--- src/rtl/sft_pkg.sv ---
// Shared constants and state encoding for the byte-stuffed frame transmitter.
// Assumes 8-bit bytes and the reflected CRC-8 form (right-shifting).
package sft_pkg;

    localparam logic [7:0] FLAG_BYTE   = 8'h7E;
    localparam logic [7:0] ESC_BYTE    = 8'h7D;
    localparam logic [7:0] FLIP_MASK   = 8'h20;
    localparam logic [7:0] CRC_POLY    = 8'h8C;
    localparam logic [7:0] CRC_PRESET  = 8'hFF;

    typedef enum logic [2:0] {
        ST_IDLE  = 3'd0,
        ST_OPEN  = 3'd1,
        ST_BODY  = 3'd2,
        ST_CSUM  = 3'd3,
        ST_CLOSE = 3'd4
    } sft_state_t;

endpackage

--- src/rtl/sft_payload_store.sv ---
// Payload byte store: one synchronous write port, one combinational read port.
// Assumes the requester does not rewrite bytes of a frame while it is sent.
module sft_payload_store #(
    parameter int DEPTH  = 64,
    parameter int ADDR_W = $clog2(DEPTH)
) (
    input  logic              clk,
    input  logic              wr_en,
    input  logic [ADDR_W-1:0] wr_addr,
    input  logic [7:0]        wr_data,
    input  logic [ADDR_W-1:0] rd_addr,
    output logic [7:0]        rd_data
);

    logic [7:0] mem_q [DEPTH];

    // Store a byte on each write strobe.
    always_ff @(posedge clk) begin
        if (wr_en) begin
            mem_q[wr_addr] <= wr_data;
        end
    end

    // Present the addressed byte without delay.
    always_comb begin
        rd_data = mem_q[rd_addr];
    end

endmodule

--- src/rtl/sft_crc8_step.sv ---
// One-byte update of a reflected CRC-8. The byte is folded into the low end
// and eight right shifts are applied, each XORing POLY when bit 0 was set.
// Assumes the caller holds the running value in a register.
module sft_crc8_step #(
    parameter logic [7:0] POLY = 8'h8C
) (
    input  logic [7:0] crc_in,
    input  logic [7:0] data_in,
    output logic [7:0] crc_out
);

    logic [7:0] stage [9];

    assign stage[0] = crc_in ^ data_in;

    genvar g;
    generate
        for (g = 0; g < 8; g++) begin : g_shift
            // One bit of the right-shifting division.
            always_comb begin
                stage[g+1] = (stage[g] >> 1) ^ (stage[g][0] ? POLY : 8'h00);
            end
        end
    endgenerate

    assign crc_out = stage[8];

endmodule

--- src/rtl/sft_stuffer.sv ---
// Byte-stuffing selector. Given a raw byte and whether its prefix has already
// been sent, picks the wire byte and tells whether the raw byte is finished.
// Assumes the caller keeps the raw byte steady across the two slots of a pair.
module sft_stuffer
    import sft_pkg::*;
(
    input  logic [7:0] raw_byte,
    input  logic       prefix_sent,
    output logic [7:0] wire_byte,
    output logic       byte_done
);

    logic special;

    // Classify the raw byte and choose what goes on the wire.
    always_comb begin
        special = (raw_byte == FLAG_BYTE) || (raw_byte == ESC_BYTE);
        if (prefix_sent) begin
            wire_byte = raw_byte ^ FLIP_MASK;
            byte_done = 1'b1;
        end else if (special) begin
            wire_byte = ESC_BYTE;
            byte_done = 1'b0;
        end else begin
            wire_byte = raw_byte;
            byte_done = 1'b1;
        end
    end

endmodule

--- src/rtl/sft_frame_tx.sv ---
// Frame transmitter top. Sends flag, stuffed payload, stuffed CRC-8 and flag
// over a valid/ready byte port. Starts are taken only while idle; lengths
// above DEPTH are clamped. Synchronous active-low reset.
module sft_frame_tx
    import sft_pkg::*;
#(
    parameter int DEPTH  = 64,
    parameter int ADDR_W = $clog2(DEPTH),
    parameter int LEN_W  = $clog2(DEPTH + 1)
) (
    input  logic              clk,
    input  logic              rst_n,
    input  logic              wr_en,
    input  logic [ADDR_W-1:0] wr_addr,
    input  logic [7:0]        wr_data,
    input  logic              start,
    input  logic [LEN_W-1:0]  start_len,
    output logic              tx_valid,
    output logic [7:0]        tx_data,
    input  logic              tx_ready,
    output logic              busy
);

    localparam logic [LEN_W-1:0] MAX_LEN = LEN_W'(DEPTH);
    localparam logic [LEN_W-1:0] ONE_LEN = LEN_W'(1);

    sft_state_t        state_q;
    logic [ADDR_W-1:0] ptr_q;
    logic [LEN_W-1:0]  remaining_q;
    logic [7:0]        crc_q;
    logic              prefix_q;

    logic [7:0]        store_byte;
    logic [7:0]        raw_byte;
    logic [7:0]        stuffed_byte;
    logic              byte_done;
    logic [7:0]        crc_next;
    logic [LEN_W-1:0]  len_eff;
    logic              fire;

    sft_payload_store #(
        .DEPTH  (DEPTH),
        .ADDR_W (ADDR_W)
    ) u_store (
        .clk     (clk),
        .wr_en   (wr_en),
        .wr_addr (wr_addr),
        .wr_data (wr_data),
        .rd_addr (ptr_q),
        .rd_data (store_byte)
    );

    sft_crc8_step #(
        .POLY (CRC_POLY)
    ) u_crc (
        .crc_in  (crc_q),
        .data_in (store_byte),
        .crc_out (crc_next)
    );

    sft_stuffer u_stuff (
        .raw_byte    (raw_byte),
        .prefix_sent (prefix_q),
        .wire_byte   (stuffed_byte),
        .byte_done   (byte_done)
    );

    // Clamp the requested length to the store depth.
    always_comb begin
        len_eff = (start_len > MAX_LEN) ? MAX_LEN : start_len;
    end

    // Pick the raw byte feeding the stuffer: payload or CRC.
    always_comb begin
        raw_byte = (state_q == ST_CSUM) ? crc_q : store_byte;
    end

    // Drive the output port from the current state.
    always_comb begin
        tx_valid = (state_q != ST_IDLE);
        busy     = (state_q != ST_IDLE);
        case (state_q)
            ST_OPEN, ST_CLOSE: tx_data = FLAG_BYTE;
            ST_BODY, ST_CSUM:  tx_data = stuffed_byte;
            default:           tx_data = 8'h00;
        endcase
        fire = tx_valid && tx_ready;
    end

    // Frame sequencer: advance on each accepted byte.
    always_ff @(posedge clk) begin
        if (!rst_n) begin
            state_q     <= ST_IDLE;
            ptr_q       <= '0;
            remaining_q <= '0;
            crc_q       <= CRC_PRESET;
            prefix_q    <= 1'b0;
        end else begin
            case (state_q)
                ST_IDLE: begin
                    if (start) begin
                        remaining_q <= len_eff;
                        ptr_q       <= '0;
                        crc_q       <= CRC_PRESET;
                        prefix_q    <= 1'b0;
                        state_q     <= ST_OPEN;
                    end
                end
                ST_OPEN: begin
                    if (fire) begin
                        state_q <= (remaining_q == '0) ? ST_CSUM : ST_BODY;
                    end
                end
                ST_BODY: begin
                    if (fire) begin
                        if (!byte_done) begin
                            prefix_q <= 1'b1;
                        end else begin
                            prefix_q    <= 1'b0;
                            crc_q       <= crc_next;
                            ptr_q       <= ptr_q + 1'b1;
                            remaining_q <= remaining_q - ONE_LEN;
                            if (remaining_q == ONE_LEN) begin
                                state_q <= ST_CSUM;
                            end
                        end
                    end
                end
                ST_CSUM: begin
                    if (fire) begin
                        if (!byte_done) begin
                            prefix_q <= 1'b1;
                        end else begin
                            prefix_q <= 1'b0;
                            state_q  <= ST_CLOSE;
                        end
                    end
                end
                ST_CLOSE: begin
                    if (fire) begin
                        state_q <= ST_IDLE;
                    end
                end
                default: state_q <= ST_IDLE;
            endcase
        end
    end

endmodule

--- config.mk ---
export PLATFORM = sky130hd
export DESIGN_NAME = sft_frame_tx
export DESIGN_NICKNAME = d
export VERILOG_FILES = /design/src/rtl/sft_pkg.sv /design/src/rtl/sft_payload_store.sv /design/src/rtl/sft_crc8_step.sv /design/src/rtl/sft_stuffer.sv /design/src/rtl/sft_frame_tx.sv
export SDC_FILE = /design/constraint.sdc
export NUM_CORES = 1
export LEC_CHECK = 0
export ABC_AREA = 1
export BUFFER_PORTS_ARGS = -buffer_cell sky130_fd_sc_hd__buf_2
export CELL_PAD_IN_SITES_DETAIL_PLACEMENT = 1
export CELL_PAD_IN_SITES_GLOBAL_PLACEMENT = 2
export CORE_MARGIN = 5
export CORE_UTILIZATION = 35
export DETAILED_ROUTE_END_ITERATION = 8
export GPL_TIMING_DRIVEN = 0
export PLACE_DENSITY_LB_ADDON = 0.1
export SLEW_MARGIN = 40
export SYNTH_ARGS = -nofsm -noshare
export SYNTH_HDL_FRONTEND = slang
export SYNTH_HIERARCHICAL = 1
export SYNTH_SLANG_ARGS = --single-unit
--- constraint.sdc ---
create_clock -name clk -period 3.07 [get_ports clk]
set_clock_uncertainty 0.1 [all_clocks]
set_input_delay 0 -clock clk [delete_from_list [all_inputs] [get_ports clk]]
set_output_delay 0 -clock clk [all_outputs]
set_load 0.005 [all_outputs]
-- Word level (Yosys, flattened, before mapping)
Memory sizes are Yosys's and may differ from the RTL's. A register that Yosys moved wholly into a read port is not among the register bits.
Index checks and enable logic that the tools add are counted.
- $add $sub $neg: 2
- magnitude comparators: 1
- eq/ne operators: 16
- mux-type cells: 45
- bitwise logic cells: 10
- reductions and logical operators: 12
- operators by type and width (operator ; count):
    $mux 8 ; 14
    $xor 7x8->8 ; 8
    $pmux 8 s2 ; 2
    $mux 6 ; 5
    $mux 7 ; 4
    $mux 3 ; 8
    $eq 8x7->1 const B ; 2
    $ne 2x2->1 const B ; 8
    $pmux 3 s5 ; 1
    $pmux 7 s2 ; 1
    $pmux 6 s2 ; 1
    $mux 1 ; 8
    $reduce_and 8->1 ; 1
    $xor 8x8->8 ; 1
    $eq 7x1->1 const B ; 1
    $gt 7x7->1 const B ; 1
    $logic_not 7->1 ; 1
    $sub 7x1->7 const B ; 1
    $add 6x1->6 const B ; 1
    $eq 3x2->1 const B ; 2
    $reduce_and 4->1 ; 1
    $reduce_bool 2->1 ; 2
    $reduce_or 2->1 ; 2
    $eq 3x1->1 const B ; 1
    9 further kinds ; 9
- register bits: 25
- bits in writable memories: 512
- bits of input ports: 26
- output and inout port bits: 10
- word-level logic and storage cells: 92
- memories kept: 1
- memories (name ; depth ; bits a word ; read ports ; clocked after Yosys merged registers in ; wr ports ; RTL line ; RTL):
    u_store.mem_q ; 64 ; 8 ; 1 ; 1 ; 1 ; sft_payload_store.sv:15 ; logic [7:0] mem_q [DEPTH];

-- Longest topological paths before layout
- depth in word-level cells: 20
- mapped depth: 25
- depth with buffers taken out: 22

-- Hierarchy
The synthesis kept the hierarchy.
- by module, submodules not included (module ; times used ; cells an instance ; area each (um^2) ; seq. area each (um^2)):
    sft_payload_store ; 1 ; 1797 ; 21179.1 ; 15374.7
    sft_frame_tx ; 1 ; 256 ; 1642.8 ; 500.5
    sft_crc8_step ; 1 ; 86 ; 405.4 ; 0.0
    sft_stuffer ; 1 ; 28 ; 123.9 ; 0.0

-- Worst setup path after synthesis
No wires, ideal clock.
- path type: flip-flop to flip-flop
- from: register ptr_q[0]
- to: register ptr_q[3]
- setup time: 0.116 ns
- arrival: 2.493 ns
- required time: 2.854 ns
- path slack: 0.361 ns
- cell stages (with the launch flop): 25
- period minus slack after synthesis: 2.709 ns
- path through: dfxtp_1 -> buf_6 -> inv_6 -> buf_8 -> buf_6 -> nand2_1 -> nand3_1 -> nand3_1 -> nand2_1 -> nand2_1 -> nand3_1 -> nand3_1 -> nand2_1 -> nand2_1 -> nand2_1 -> and3_1 -> nand3_1 -> inv_1 -> nand2_4 -> nand2_4 -> nor2_8 -> inv_8 -> buf_12 -> nor3_2 -> nor2_1
- word-level cells in the longest chain between the ends: 4
- RTL lines (what ; RTL line ; RTL):
    from (decl) ; sft_frame_tx.sv:28 ; logic [ADDR_W-1:0] ptr_q;
    from (signal assigned) ; sft_frame_tx.sv:121 ; ptr_q <= ptr_q + 1'b1;
    $add 6x1->6 ; sft_frame_tx.sv:121 ;
    $mux 6 ; sft_frame_tx.sv:116 ; if (!byte_done) begin
    $mux 6 ; sft_frame_tx.sv:115 ; if (fire) begin
    $pmux 6 s2 ; sft_frame_tx.sv:99 ; case (state_q)
Every way passes these cells. The select of a mux whose other input is x is not followed.
A chain may end at the register's enable or synchronous reset.

==> metrics.log <==
INFO  metric critPathMostFrequentCell = nand2_1
INFO  metric floorplan.io_pins = 36
INFO  metric number_of_diodes_added_for_antenna_fixing = 0
INFO  metric synth_top_cells_by_area = edfxtp_1 66%, nand2_1 13%, nand3_1 10%, dfxtp_1 2.1%, buf_6 1.8%
INFO  metric detail_route.first_pass.iterations = 5
INFO  metric route.vias.total = 17100
INFO  metric critical_path_buf_inv_count = 6
INFO  metric hp-class = input port to flip-flop
INFO  metric initial_antenna_violation_count = 1
INFO  metric die_h = 268 um
INFO  metric globalplace.congestion = 0.830
INFO  metric cts_htree_levels = 2
INFO  metric endpoint_kind = output pin
INFO  metric endpoint = tx_data[0]
INFO  metric cts_root_buffer = clkbuf_16
INFO  metric power.density = 796 nW/um2
INFO  metric post_synth_num_cell_types = 41
INFO  metric post-layout-total-power = 23000 uW
INFO  metric yosysTopAreaCellShare = 65.8%
INFO  metric critical_path_cell_count = 20
INFO  metric timing_hold_violations_final = 0
INFO  metric finalNonFillerCells = 3249
INFO  metric r2r_slack = -170 ps
INFO  metric critical_path.startpoint = ptr_q[0]$_SDFFE_PN0P_
INFO  metric failed_checks = negative setup slack
INFO  metric peakVddDrop = 0.000489 V
INFO  metric grtUsageTotal = 22.5%
INFO  metric fmax = 303 MHz
INFO  metric post_layout_min_period = 3300 ps
INFO  metric totalNegativeSetupSlack = -3180 ps
INFO  metric drt_iter0_drc = 1424
INFO  metric synth_cell_area = 23400 um2
INFO  metric grt_setup_unrepaired = yes
INFO  metric num_rows = 94
INFO  metric die_span_in_x = 268 um
INFO  metric yosys-top-cells-count = 800 x nand2_1, 512 x edfxtp_1, 472 x nand3_1
INFO  metric switching_share = 34.5%
INFO  metric intPower = 15100 uW
INFO  metric postLayoutSetupSlackWorst = -226 ps
INFO  metric synth-seq-area-share = 68.0%
INFO  metric grt_pass1_wl = 118000 um
INFO  metric clock_latency_late_sink = 640 ps
INFO  metric clk_pin_slew_worst_paths = 60 ps
INFO  metric tritoncts_clock_tree = built
INFO  metric crit_path_cell_trace = buf_12 > clkinv_16 > buf_16 > buf_12 > nand2_1 > nand3_1 > nand3_2 > nand2_1 > nand2_1 > nand3_2 > nand3_4 > nand2_4 > nand2_1 > nand2_2 > xor2_1 > nand3_2 > nand2_1 > inv_1 > nor2_1 > buf_2
INFO  metric clockPowerShare = 30.1%
INFO  metric start_util = 35.4%
INFO  metric clock_sinks = 537
INFO  metric met2_usage = 37.2%
INFO  metric flow.area_growth_from_synthesis = 23.9%
INFO  metric cp.arrival = 3200 ps
INFO  metric share_of_synthesized_registers_carrying_an_async_set_or_reset = 0%
INFO  metric cts-root-to-sink-buffers = 3
INFO  metric run_status = finished with violations
INFO  metric grt_max_degree = 65
INFO  metric slew_headroom = 41.5%
INFO  metric timing.critical_path.slowest_stage_cell = dfxtp_4
INFO  metric post-synth-top-count-cell = nand2_1
INFO  metric port_buffers = 31
INFO  metric synth-edff-count = 512
INFO  metric ys_ff_latch = 537
INFO  metric p_sw = 7940 uW
INFO  metric worst_setup_path_type = flip-flop to output pin
INFO  metric finish.instance_area = 28900 um2
INFO  metric post-route-period-util = 107%
INFO  metric timing.critical_path.slowest_cell_delay = 360 ps
INFO  metric syn_avg_cell_area = 10.8 um2
INFO  metric worst-path-max-fanout = 7
INFO  metric dp_hpwl = 55800 um
INFO  metric first_global_vias = 17100
INFO  metric nNetsFinal = 2365
INFO  metric gr-usage-met3 = 2.64%
INFO  metric reg2reg_from = ptr_q[0]$_SDFFE_PN0P_
INFO  metric final_core_util = 43.8%
INFO  metric total_setup_violations_reported_at_the_end_of_the_flow = 28
INFO  metric ff2ff_path_depth = 24
INFO  metric layout-drive-gt1-share = 22.5%
INFO  metric crit-reg2reg-capture = ptr_q[5]$_SDFFE_PN0P_
INFO  metric route.detailed.drc = 0
INFO  metric met1_track_demand_over_resource_in_global_routing = 32.2%
INFO  metric p_leak = 0.0107 uW
INFO  metric core_area = 66000 um2
INFO  metric timing.max_cap.violations = 0
INFO  metric remaining_antenna_violation_count = 0
INFO  metric grt_overflow = 0
INFO  metric dpl_cell_area = 24900 um2
INFO  metric startpoint_type = flip-flop
INFO  metric worst_path_dominant_cell_family = simple AND/OR/NAND/NOR gates
INFO  metric comb_power_share = 33.8%
INFO  metric wl_per_cell = 25.3 um
INFO  metric slew_viol_final = 0
INFO  metric routed_wl = 82300 um
INFO  metric sequentialPowerShare = 36.1%
INFO  metric synth_area_leader_cell = edfxtp_1
INFO  metric vias_per_cell = 5.25
INFO  metric synth-warning-count = 6
INFO  metric critPathRequiredTime = 2970 ps
INFO  metric placed_cells = 3084
INFO  metric die_area = 72000 um2
INFO  metric post_synth_inst_count = 2167
INFO  metric cts_made_buffers = 60
INFO  metric global_route.peak_usage_layer = met2
INFO  metric worst-slew-pin-transition = 875 ps
INFO  metric syn_nets = 2196
INFO  metric synth-main-ff-cell = edfxtp_1
[sequential cells by signal (all words and copies together), names as in the netlist]
| name | flops |
|---|---|
| ptr_q | 6 |
| state_q | 3 |
| crc_q | 8 |
| prefix_q | 1 |
| remaining_q | 7 |
| u_store/mem_q | 512 |
[placed cells by master, fill, tap and decap left out, drive strengths merged]
cell type and n:
buf 180, xnor2 6, clkbuf 93, xor2 7
nand4 11, o211a 1, clkinv 34, and3 1
nor4 8, inv 62, nand3 472, dlygate4sd3 26
ha 3, a31oi 1, o21ai 21, clkinvlp 6
nor3 4, nand2 804, bufinv 3, o211ai 1
edfxtp 512, nor2 88, nor3b 1, dfxtp 25
a21oi 14, nand3b 1
[worst min path at each step]
stage	startpoint	to	slack (ps)	cells after the start
5_1_grt	wr_addr[4]	u_store/mem_q[55][3]$_DFFE_PP_	100	3
3_3_place_gp	start_len[0]	remaining_q[0]$_SDFFE_PN0P_	160	3
4_1_cts	start_len[4]	remaining_q[4]$_SDFFE_PN0P_	70	4
6_report	start_len[4]	remaining_q[4]$_SDFFE_PN0P_	110	4
2_1_floorplan	wr_data[0]	u_store/mem_q[0][0]$_DFFE_PP_	-1	0
3_5_place_dp	start_len[0]	remaining_q[0]$_SDFFE_PN0P_	170	3
[area by class of cell]
| type | count | area, um2 |
|---|---|---|
| Sequential cell | 537 | 15900 |
| Clock inverter | 44 | 330 |
| Timing Repair Buffer | 108 | 1060 |
| Clock buffer | 67 | 1550 |
| Inverter | 61 | 265 |
| Buffer | 124 | 1350 |
| Multi-Input combinational cell | 1444 | 7400 |
| Fill cell | 7031 | 37100 |
| Tap cell | 864 | 1080 |
[cells by family (layout without fill, tap and decap cells)]
logic type	Yosys count	count (layout)	synth area share, %
adder cells (fa/ha/maj)	3	3	0.161
AND/OR/NAND/NOR	1390	1390	25.5
AO/OA/AOI/OAI	38	38	0.916
buffers and inverters	186	404	4.89
XOR/XNOR	13	13	0.584
flip-flops	537	537	68.0
[stage by stage]
stage          hold slack (ps)  worst slack [ps]
2_1_floorplan            -1.13               361
6_report                   106              -226
3_5_place_dp               170              -962
4_1_cts                   73.1              -301
5_1_grt                    104              -390
3_3_place_gp               159             -1040
[power by group through the flow]
stage	registers [uW]	logic, uW	clock network, uW
2_1_floorplan	8430	4120	0
3_3_place_gp	8480	6160	0
3_5_place_dp	8470	6280	0
4_1_cts	8320	7290	7110
5_1_grt	8330	8480	7400
6_report	8320	7790	6930
[tightest hold or removal path: stages]
cell and delay [ps]:
dlygate4sd3_1 530, buf_2 100, a21oi_1 50, a21oi_1 100
[layer usage]
layer	vias to the layer above	share of wire (%)
li1	7843	-
met1	8720	46
met2	405	47
met3	105	5.0
met4	0	2.5
met5	-	0
[timing repair]
| item | 4_1_cts | 5_1_grt |
|---|---|---|
| hold buffers | 26 | 0 |
| gates resized for setup | 239 | 109 |
| setup endpoints to repair | 33 | 32 |
| gates cloned | 5 | 4 |
| hold endpoints to repair | 546 | 0 |
| pin swaps | 41 | 29 |
| buffers inserted | 12 | 5 |
No activity file was read; power rests on OpenSTA's default activity.
